$ cat src/rtl/refresh_pkg.sv
// Package: shared helpers for the rank refresh scheduler.
// Assumes all durations are given in picoseconds as positive integers.
package refresh_pkg;

    // Round a duration up to a whole number of clock cycles.
    function automatic int ps_to_cyc_ceil(input int dur_ps, input int clk_ps);
        return (dur_ps + clk_ps - 1) / clk_ps;
    endfunction

    // Round a duration down to a whole number of clock cycles.
    function automatic int ps_to_cyc_floor(input int dur_ps, input int clk_ps);
        return dur_ps / clk_ps;
    endfunction

endpackage

$ cat src/rtl/refresh_interval_timer.sv
// Module: refresh_interval_timer
// Free-running counter that pulses `tick` for one cycle every PERIOD_CYC
// cycles. Assumes PERIOD_CYC >= 2. The counter starts at 0 after reset, so
// the first tick comes in the PERIOD_CYC-th cycle after reset is released.
module refresh_interval_timer #(
    parameter int PERIOD_CYC = 6240
) (
    input  logic clk,
    input  logic rst_n,
    output logic tick
);
    localparam int CW = (PERIOD_CYC > 1) ? $clog2(PERIOD_CYC) : 1;
    localparam logic [CW-1:0] LAST = CW'(PERIOD_CYC - 1);

    logic [CW-1:0] cnt;

    // Count through one interval and restart at the terminal value.
    always_ff @(posedge clk) begin
        if (!rst_n)           cnt <= '0;
        else if (cnt == LAST) cnt <= '0;
        else                  cnt <= cnt + 1'b1;
    end

    assign tick = (cnt == LAST);


    tick_spacing_chk: assert property (@(posedge clk) disable iff (!rst_n)
        tick |=> !tick);
endmodule

$ cat src/rtl/refresh_debt_tracker.sv
// Module: refresh_debt_tracker
// Counts refreshes that are due but not yet issued, and decides when one is
// issued. A refresh is granted when the sequencer is ready and either the
// scheduler is idle or the count has passed MAX_DEFER (a forced refresh).
// Assumes the sequencer becomes ready again before the next tick, so the
// count never goes above MAX_DEFER + 1.
module refresh_debt_tracker #(
    parameter int MAX_DEFER = 8
) (
    input  logic clk,
    input  logic rst_n,
    input  logic tick,
    input  logic sched_idle,
    input  logic seq_ready,
    output logic go
);
    localparam int OW = $clog2(MAX_DEFER + 2);
    localparam logic [OW-1:0] LIMIT = OW'(MAX_DEFER);

    logic [OW-1:0] owed;
    logic          must_go;
    logic          any_owed;

    // Decide whether a refresh is granted in this cycle.
    always_comb begin
        any_owed = (owed != '0);
        must_go  = (owed > LIMIT);
        go       = seq_ready && any_owed && (sched_idle || must_go);
    end

    // Add one for each tick and subtract one for each grant.
    always_ff @(posedge clk) begin
        if (!rst_n)            owed <= '0;
        else if (tick && !go)  owed <= owed + 1'b1;
        else if (!tick && go)  owed <= owed - 1'b1;
    end


    defer_respected_chk: assert property (@(posedge clk) disable iff (!rst_n)
        (go && !sched_idle) |-> (owed > LIMIT));


    debt_bound_chk: assert property (@(posedge clk) disable iff (!rst_n)
        owed <= OW'(MAX_DEFER + 1));
endmodule

$ cat src/rtl/refresh_busy_seq.sv
// Module: refresh_busy_seq
// On a grant, sends a one-cycle refresh strobe and holds the rank busy for
// BUSY_CYC cycles, starting with the strobe cycle. `done` marks the last busy
// cycle. The sequencer is ready again only when the busy count is zero, so
// there is always at least one idle cycle between two busy windows.
module refresh_busy_seq #(
    parameter int BUSY_CYC = 256
) (
    input  logic clk,
    input  logic rst_n,
    input  logic go,
    output logic seq_ready,
    output logic ref_cmd,
    output logic rank_busy,
    output logic done
);
    localparam int BW = $clog2(BUSY_CYC + 1);
    localparam logic [BW-1:0] LOAD = BW'(BUSY_CYC);

    logic [BW-1:0] busy_cnt;

    // Load the busy count on a grant, then count down to zero.
    always_ff @(posedge clk) begin
        if (!rst_n)                busy_cnt <= '0;
        else if (go)               busy_cnt <= LOAD;
        else if (busy_cnt != '0)   busy_cnt <= busy_cnt - 1'b1;
    end

    // Register the grant as the command strobe.
    always_ff @(posedge clk) begin
        if (!rst_n) ref_cmd <= 1'b0;
        else        ref_cmd <= go;
    end

    assign rank_busy = (busy_cnt != '0);
    assign seq_ready = (busy_cnt == '0);
    assign done      = (busy_cnt == BW'(1));


    strobe_single_chk: assert property (@(posedge clk) disable iff (!rst_n)
        ref_cmd |=> !ref_cmd);


    strobe_opens_window_chk: assert property (@(posedge clk) disable iff (!rst_n)
        $rose(rank_busy) |-> ref_cmd);


    strobe_in_busy_chk: assert property (@(posedge clk) disable iff (!rst_n)
        ref_cmd |-> rank_busy);
endmodule

$ cat src/rtl/refresh_row_ptr.sv
// Module: refresh_row_ptr
// Holds the first row, within each bank, of the current refresh group.
// Moves up by STEP when `advance` is high and wraps after the last group.
// Assumes BANK_ROWS is a whole multiple of STEP.
module refresh_row_ptr #(
    parameter int BANK_ROWS = 65536,
    parameter int STEP      = 8
) (
    input  logic                         clk,
    input  logic                         rst_n,
    input  logic                         advance,
    output logic [$clog2(BANK_ROWS)-1:0] row_ptr
);
    localparam int RW        = $clog2(BANK_ROWS);
    localparam int LAST_BASE = BANK_ROWS - STEP;
    localparam bit POW2      = ((BANK_ROWS & (BANK_ROWS - 1)) == 0);

    logic [RW-1:0] next_ptr;

    generate
        if (POW2) begin : g_natural_wrap
            // Power-of-two bank: the adder overflows to 0 by itself.
            always_comb next_ptr = row_ptr + RW'(STEP);
        end else begin : g_compare_wrap
            // Other sizes: go back to 0 explicitly after the last group.
            always_comb next_ptr = (row_ptr == RW'(LAST_BASE)) ? '0
                                                                : row_ptr + RW'(STEP);
        end
    endgenerate

    // Step the pointer once per finished refresh.
    always_ff @(posedge clk) begin
        if (!rst_n)       row_ptr <= '0;
        else if (advance) row_ptr <= next_ptr;
    end


    ptr_hold_chk: assert property (@(posedge clk) disable iff (!rst_n)
        !advance |=> $stable(row_ptr));


    ptr_aligned_chk: assert property (@(posedge clk) disable iff (!rst_n)
        (row_ptr % RW'(STEP)) == '0);
endmodule

$ cat src/rtl/rank_refresh_ctrl.sv
// Module: rank_refresh_ctrl (top)
// Periodic refresh scheduler for one DRAM rank. Each command refreshes
// ROWS_PER_CMD rows in every bank in parallel. Intervals and busy time are
// derived from picosecond parameters and the clock period. Assumes
// BUSY_CYC < INTERVAL_CYC and that RANK_ROWS divides evenly by
// BANKS * REFS_PER_WINDOW.
module rank_refresh_ctrl #(
    parameter int CLK_PS          = 1250,
    parameter int REF_INTERVAL_PS = 7800000,
    parameter int ROW_REFRESH_PS  = 40000,
    parameter int RANK_ROWS       = 524288,
    parameter int BANKS           = 8,
    parameter int REFS_PER_WINDOW = 8192,
    parameter int MAX_DEFER       = 8,
    localparam int ROW_W          = $clog2(RANK_ROWS / BANKS)
) (
    input  logic             clk,
    input  logic             rst_n,
    input  logic             sched_idle,
    output logic             ref_cmd,
    output logic             rank_busy,
    output logic [ROW_W-1:0] row_ptr
);
    import refresh_pkg::*;

    localparam int BANK_ROWS    = RANK_ROWS / BANKS;
    localparam int ROWS_PER_CMD = BANK_ROWS / REFS_PER_WINDOW;
    localparam int INTERVAL_CYC = ps_to_cyc_floor(REF_INTERVAL_PS, CLK_PS);
    localparam int BUSY_CYC     = ps_to_cyc_ceil(ROWS_PER_CMD * ROW_REFRESH_PS, CLK_PS);

    logic tick;
    logic go;
    logic seq_ready;
    logic done;

    refresh_interval_timer #(.PERIOD_CYC(INTERVAL_CYC)) u_timer (
        .clk  (clk),
        .rst_n(rst_n),
        .tick (tick)
    );

    refresh_debt_tracker #(.MAX_DEFER(MAX_DEFER)) u_debt (
        .clk       (clk),
        .rst_n     (rst_n),
        .tick      (tick),
        .sched_idle(sched_idle),
        .seq_ready (seq_ready),
        .go        (go)
    );

    refresh_busy_seq #(.BUSY_CYC(BUSY_CYC)) u_seq (
        .clk      (clk),
        .rst_n    (rst_n),
        .go       (go),
        .seq_ready(seq_ready),
        .ref_cmd  (ref_cmd),
        .rank_busy(rank_busy),
        .done     (done)
    );

    refresh_row_ptr #(.BANK_ROWS(BANK_ROWS), .STEP(ROWS_PER_CMD)) u_ptr (
        .clk    (clk),
        .rst_n  (rst_n),
        .advance(done),
        .row_ptr(row_ptr)
    );


    ptr_stable_in_busy_chk: assert property (@(posedge clk) disable iff (!rst_n)
        (rank_busy && $past(rank_busy)) |-> $stable(row_ptr));


    grant_not_in_busy_chk: assert property (@(posedge clk) disable iff (!rst_n)
        go |-> !rank_busy);
endmodule

$ cat config.mk
export PLATFORM = sky130hd
export DESIGN_NAME = rank_refresh_ctrl
export DESIGN_NICKNAME = d
export VERILOG_FILES = /design/src/rtl/refresh_pkg.sv /design/src/rtl/refresh_interval_timer.sv /design/src/rtl/refresh_debt_tracker.sv /design/src/rtl/refresh_busy_seq.sv /design/src/rtl/refresh_row_ptr.sv /design/src/rtl/rank_refresh_ctrl.sv
export SDC_FILE = /design/constraint.sdc
export NUM_CORES = 1
export LEC_CHECK = 0
export BUFFER_PORTS_ARGS = -buffer_cell sky130_fd_sc_hd__buf_2
export CAP_MARGIN = 20
export CORE_UTILIZATION = 57
export CTS_CLUSTER_SIZE = 28
export DETAILED_ROUTE_END_ITERATION = 16
export PLACE_DENSITY = 0.78
export SLEW_MARGIN = 10
export SYNTH_ARGS = -nofsm -noshare
export SYNTH_HDL_FRONTEND = slang
export SYNTH_SLANG_ARGS = --single-unit
export TNS_END_PERCENT = 20
$ cat constraint.sdc
create_clock -name clk -period 4.3 [get_ports clk]
set_clock_uncertainty 0.15 [all_clocks]
set_input_delay 0.43 -clock clk [delete_from_list [all_inputs] [get_ports clk]]
set_output_delay 0.43 -clock clk [all_outputs]
set_load 0.03 [all_outputs]
==> results of run 1 <==
==> power groups by stage <==
stage / Clock [mW] / Combinational [mW] / Sequential (mW)
global route: 0.286 / 0.374 / 0.466
finish: 0.268 / 0.333 / 0.458
global placement: 0 / 0.332 / 0.466
detailed placement: 0 / 0.332 / 0.468
floorplan: 0 / 0.286 / 0.460
CTS: 0.271 / 0.334 / 0.459
==> per-layer routing <==
| layer | share of wire, % | up-vias | GRT usage, % |
|---|---|---|---|
| li1 | - | 809 | - |
| met5 | 0 | - | 0 |
| met1 | 48 | 701 | 25.5 |
| met3 | 2.1 | 9 | 3.84 |
| met2 | 47 | 23 | 35.2 |
| met4 | 2.8 | 0 | 12.7 |
==> worst reg2reg max path, cell delays in order, from the launching register on <==
cell	delay [ns]
dfxtp_1	0.36
inv_1	0.09
ha_1	0.18
or3b_2	0.52
nor3_4	0.36
inv_4	0.10
or3_4	0.41
ha_1	0.23
inv_1	0.14
ha_1	0.30
a21oi_1	0.24
a211oi_1	0.11
a31oi_1	0.19
mux2i_1	0.19
==> stage by stage <==
step	hold slack, ns	cell area [µm²]	util [%]
finish	0.249	2180	65.2
global route	0.253	2180	65.2
CTS	0.247	2180	65.2
detailed placement	0.284	2090	62.5
global placement	0.278	2090	62.5
floorplan	0.263	1980	-
==> cell type report <==
type / instances / area, µm²
inverter: 8 / 32.5
timing repair buffer: 18 / 92.6
clock inverter: 2 / 38.8
clock buffer: 6 / 51.3
multi-input combinational: 163 / 1100
fill: 308 / 1160
tap: 46 / 57.6
sequential: 40 / 801
==> state kept, by name, summed over array words and instances (netlist names) <==
name / cells
u_timer.cnt: 13
u_seq.ref_cmd: 1
u_ptr.row_ptr: 13
u_seq.busy_cnt: 9
u_debt.owed: 4
==> cells by family (layout without fill, tap and decap cells) <==
logic type               Yosys count  after routing
AND/OR/NAND/NOR                   98             98
flip-flops                        40             40
AO/OA/AOI/OAI                     29             29
XOR/XNOR                          23             23
buffers and inverters             16             34
adder cells (fa/ha/maj)            8              8
multiplexers                       2              2
other                              1              3
==> cell usage in the layout (no fill, tap or decap), types with 4 or more instances in the layout <==
master,Yosys,routed
nand4_1,11,11
xor2_1,14,14
nand2_1,11,11
dfxtp_1,40,40
nor2_1,32,32
nand3_1,10,10
and4_1,4,4
xnor2_1,9,9
inv_1,6,6
buf_2,0,17
a21oi_1,12,12
ha_1,7,7
clkbuf_4,0,5
and2_1,6,6
o21ai_0,4,4
==> path summary, 6_finish.rpt <==
check,startpoint,endpoint,slack (ns),cells after the start
hold reg to reg,u_timer.cnt[0],u_timer.cnt[0],0.30,1
setup reg to reg,u_seq.busy_cnt[0],u_debt.owed[3],0.68,13
setup / recovery,u_seq.busy_cnt[0],u_debt.owed[3],0.68,13
hold / removal,rst_n,u_ptr.row_ptr[11],0.25,2
==> results.sh, run 1 <==
export IMPL_grt_overflow_total=0
export IMPL_htree_levels=2
export IMPL_status="finished, final reports clean"
export IMPL_path_class="register to register"
export IMPL_final_max_slew_viol_count=0
export IMPL_synth_largest_area_cell="dfxtp_1"
export IMPL_tns_ns=0
export IMPL_pwr_share_clk_pct=25.3
export IMPL_vias_per_cell=5.45
export IMPL_min_path_type="primary input to register"
export IMPL_ys_seq_elements=40
export IMPL_synth_top_family_by_area="simple AND/OR/NAND/NOR gates"
export IMPL_num_nets_final=247
export IMPL_dpl_hpwl_um=2530
export IMPL_grt_max_degree=20
export IMPL_synth_top_flop_cell="dfxtp_1"
export IMPL_syn_mean_instance_area_um2=9.11
export IMPL_synth_distinct_cells=44
export IMPL_cts_setup_buffers=0
export IMPL_cts_tree="yes"
export IMPL_synth_edf_count=0
export IMPL_p_sw_share_pct=35.5
export IMPL_finalHoldViolCount=0
export IMPL_dp_cells=275
export IMPL_cts_sinks=40
export IMPL_cp_common_cell="ha_1"
export IMPL_grt_pass1_vias=1337
export IMPL_clock_latency_ns=0.36
export IMPL_path_buf_inv=3
export IMPL_cp_slowest_stage_delay_ns=0.52
export IMPL_die_area_um2=3710
export IMPL_slew_headroom_pct=35.1
export IMPL_grt_pass1_wl_um=5700
export IMPL_start_util_pct=59.2
export IMPL_die_y_um=60.9
export IMPL_setup_viol=0
export IMPL_dp_slack_ns=0.751
export IMPL_vdd_drop_max_uv=316
export IMPL_power_mw=1.06
export IMPL_synthTopCellsByCount="dfxtp_1 (40), nor2_1 (32), xor2_1 (14), a21oi_1 (12)"
export IMPL_max_freq_mhz=276
export IMPL_fin_cells=283
export IMPL_synthAdderAreaFrac_pct=5.44
export IMPL_fin_crit_ns=3.62
export IMPL_cts_buffer_depth=2
export IMPL_port_buffers=17
export IMPL_area_growth_synth_to_final_pct=10.1
export IMPL_synth_top_area_share_pct=40.5
export IMPL_critPathSlowestCell="or3b_2"
export IMPL_numCtsBuffers=5
export IMPL_antenna_left=0
export IMPL_clock_root_buffer="clkbuf_4"
export IMPL_synthXorXnorAreaFrac_pct=10.2
export IMPL_fin_ws_ns=0.681
export IMPL_dr_pass1_iters=4
export IMPL_internal_power_uw=683
export IMPL_fin_crit_sh_pct=84.2
export IMPL_synth_compound_area_share_pct=9.94
export IMPL_mappedNetlistArea_um2=1980
export IMPL_path_cells="inv_1 > ha_1 > or3b_2 > nor3_4 > inv_4 > or3_4 > ha_1 > inv_1 > ha_1 > a21oi_1 > a211oi_1 > a31oi_1 > mux2i_1"
export IMPL_antenna_found_initial=0
export IMPL_wl_per_cell_um=12.3
export IMPL_maxCapViolCount=0
export IMPL_yosysMostFrequentCell="dfxtp_1"
export IMPL_p_leak_nw=0.840
export IMPL_worstPathRequired_ns=4.45
export IMPL_routabilityCongestion=0.854
export IMPL_cts_repair_resized=0
export IMPL_die_x_um=60.9
export IMPL_rsz0062_at_grt="false"
export IMPL_async_reset_ff_share_pct=0
export IMPL_worstMarginPinSlew_ns=0.948
export IMPL_core_area_um2=3340
export IMPL_path_clk_slew_ns=0.12
export IMPL_yosys_area_share_simple_pct=28.6
export IMPL_power_density_nw_per_um2=487
export IMPL_groute_usage_overall_pct=21.1
export IMPL_postRouteWirelength_um=3470
export IMPL_synthMuxAreaShare_pct=1.01
export IMPL_yosysWarnings=0
export IMPL_drc=0
export IMPL_rows=21
export IMPL_combPwrFrac_pct=31.4
export IMPL_drt_first_iter_violations=89
export IMPL_n_antenna_cell=0
export IMPL_yosysSeqAreaShare_pct=40.5
export IMPL_worstPathArrival_ns=3.77
export IMPL_num_io_pins=21
export IMPL_cts_hold_buf=0
export IMPL_netlist_instances=217
export IMPL_drive_above_1_share_pct=16.5
export IMPL_worstSetupStartpointType="register"
export IMPL_power_switching_uw=376
export IMPL_path_delay_family="simple AND/OR/NAND/NOR gates"
export IMPL_seq_power_share_pct=43.3
export IMPL_worst_path_max_fanout=7
export IMPL_routed_via_count=1542
export IMPL_synthTopCellsByArea="dfxtp_1 (41%), xor2_1 (6.2%), nor2_1 (6.1%)"
export IMPL_endpoint_kind="register"
Note: power is estimated with default switching activity, not from simulation.
==> run 2, diff against run 1 <==
clock period = 3.69 ns   (was 4.3 ns; I/O delays follow)
==> run 2 against run 1 <==
Setup slack got worse by 0.39 ns. Wire length shrank 1.3%. Sequential share of layout area fell by 0.62 points. Final cell count up 1.1%. Combinational power grew 28%. First-iteration DRC count up 20%.
==> results.sh, run 2 (synthesis results as in run 1) <==
export IMPL_setup_viol=0
export IMPL_groute_usage_overall_pct=20.4
export IMPL_power_density_nw_per_um2=592
export IMPL_reg2reg_depth=13
export IMPL_cts_sinks=40
export IMPL_antenna_left=0
export IMPL_hp_start="rst_n"
export IMPL_n_antenna_cell=0
export IMPL_timing_rr_end="u_debt.owed[3]"
export IMPL_min_path_type="primary input to register"
export IMPL_path_clk_slew_ns=0.12
export IMPL_numCtsBuffers=5
export IMPL_clock_root_buffer="clkbuf_4"
export IMPL_cts_buffer_depth=2
export IMPL_slew_headroom_pct=30.8
export IMPL_port_buffers=17
export IMPL_vias_per_cell=5.48
export IMPL_die_y_um=60.9
export IMPL_htree_levels=2
export IMPL_dr_pass1_iters=4
export IMPL_fin_crit_sh_pct=92.1
export IMPL_maxCapViolCount=0
export IMPL_fin_crit_ns=3.40
export IMPL_dpl_hpwl_um=2460
export IMPL_r2r_slack_ns=0.29
export IMPL_num_nets_final=251
export IMPL_grt_pass1_wl_um=5620
export IMPL_status="finished, final reports clean"
export IMPL_mostFrequentLayoutCells="dfxtp_1 (40), nor2_1 (32), buf_2 (17)"
export IMPL_rows=21
export IMPL_endpoint_kind="register"
export IMPL_clock_latency_ns=0.35
export IMPL_worstPathArrival_ns=3.53
export IMPL_worstMarginPinSlew_ns=1.02
export IMPL_tns_ns=0
export IMPL_die_area_um2=3710
export IMPL_holdPathEnd="u_ptr.row_ptr[11]"
export IMPL_grt_overflow_total=0
export IMPL_worst_path_max_fanout=7
export IMPL_antenna_found_initial=0
export IMPL_p_leak_nw=0.863
export IMPL_worstSetupStartpointType="register"
export IMPL_drt_first_iter_violations=107
export IMPL_hold_path_depth=2
export IMPL_final_max_slew_viol_count=0
export IMPL_vdd_drop_max_uv=352
export IMPL_finalHoldViolCount=0
export IMPL_wl_per_cell_um=12.0
export IMPL_max_freq_mhz=294
export IMPL_top_regs="u_ptr.row_ptr: 13 flops, u_timer.cnt: 13 flops, u_seq.busy_cnt: 9 flops"
export IMPL_routabilityCongestion=0.819
export IMPL_die_x_um=60.9
export IMPL_final_common_cell="dfxtp_1"
export IMPL_start_util_pct=59.2
export IMPL_postRouteWirelength_um=3420
export IMPL_drive_above_1_share_pct=17.9
export IMPL_cts_tree="yes"
export IMPL_worstReg2RegStart="u_seq.busy_cnt[0]"
export IMPL_routed_via_count=1566
export IMPL_rsz0062_at_grt="false"
export IMPL_area_growth_synth_to_final_pct=12.0
export IMPL_drc=0
export IMPL_core_area_um2=3340
export IMPL_grt_pass1_vias=1311
export IMPL_utilization_pct=66.3
export IMPL_num_io_pins=21
export IMPL_path_class="register to register"
export IMPL_worstPathRequired_ns=3.82
export IMPL_grt_max_degree=20
[run 2: how the worst max path moves through the flow]
stage	start	depth (start not counted)	end	slack, ns
after detailed placement	u_seq.busy_cnt[0]	13	u_debt.owed[3]	0.16
after global routing	u_seq.busy_cnt[0]	13	u_debt.owed[3]	0.06
after global placement	u_seq.busy_cnt[0]	13	u_debt.owed[3]	0.27
after CTS	u_seq.busy_cnt[0]	13	u_debt.owed[3]	0.1
final	u_seq.busy_cnt[0]	13	u_debt.owed[3]	0.29
after floorplan	u_seq.busy_cnt[0]	13	u_debt.owed[3]	0.33
[run 2: per-layer routing]
| layer | GRT usage (%) | share of wire, % |
|---|---|---|
| met2 | 33.0 | 47 |
| met1 | 25.6 | 48 |
| met5 | 0 | 0 |
| met4 | 7.79 | 1.6 |
| met3 | 6.40 | 3.2 |
[run 2: critical path: stages (launching register included)]
cell	delay [ns]
dfxtp_1	0.36
inv_1	0.10
ha_1	0.20
or3b_2	0.53
nor3_4	0.22
inv_4	0.09
or3_4	0.41
ha_1	0.23
inv_2	0.09
ha_1	0.26
a21oi_1	0.21
a211oi_1	0.10
a31oi_1	0.19
mux2i_1	0.19
[run 2: area by class of cell]
type / count / area (µm²)
Clock buffer: 5 / 37.5
Clock inverter: 2 / 60.1
Fill cell: 297 / 1120
Inverter: 8 / 32.5
Multi-Input combinational cell: 163 / 1100
Sequential cell: 40 / 801
Tap cell: 46 / 57.6
Timing Repair Buffer: 22 / 123
[run 2: where the power goes]
| group | switching [mW] | internal (mW) | total, mW |
|---|---|---|---|
| sequential | 0.0604 | 0.475 | 0.535 |
| combinational | 0.240 | 0.186 | 0.426 |
| clock | 0.141 | 0.207 | 0.348 |
| total | 0.441 | 0.869 | 1.31 |
[run 2: stage by stage]
step / instance area [µm²] / power [mW] / hold slack, ns / std cells / setup WS [ns]
6_report: 2210 / 1.31 / 0.207 / 286 / 0.290
4_1_cts: 2190 / 1.28 / 0.196 / 283 / 0.0978
3_5_place_dp: 2090 / 0.932 / 0.285 / 276 / 0.164
3_3_place_gp: 2090 / 0.930 / 0.278 / 276 / 0.269
2_1_floorplan: 1980 / 0.869 / 0.263 / 219 / 0.327
5_1_grt: 2210 / 1.39 / 0.184 / 286 / 0.0562
[run 2: timing repair]
| item | in CTS | in global routing |
|---|---|---|
| endpoints found under the setup margin | 0 | 1 |
| hold buffers | 0 | 0 |
| gates resized for setup | 0 | 1 |
| setup buffers | 0 | 3 |
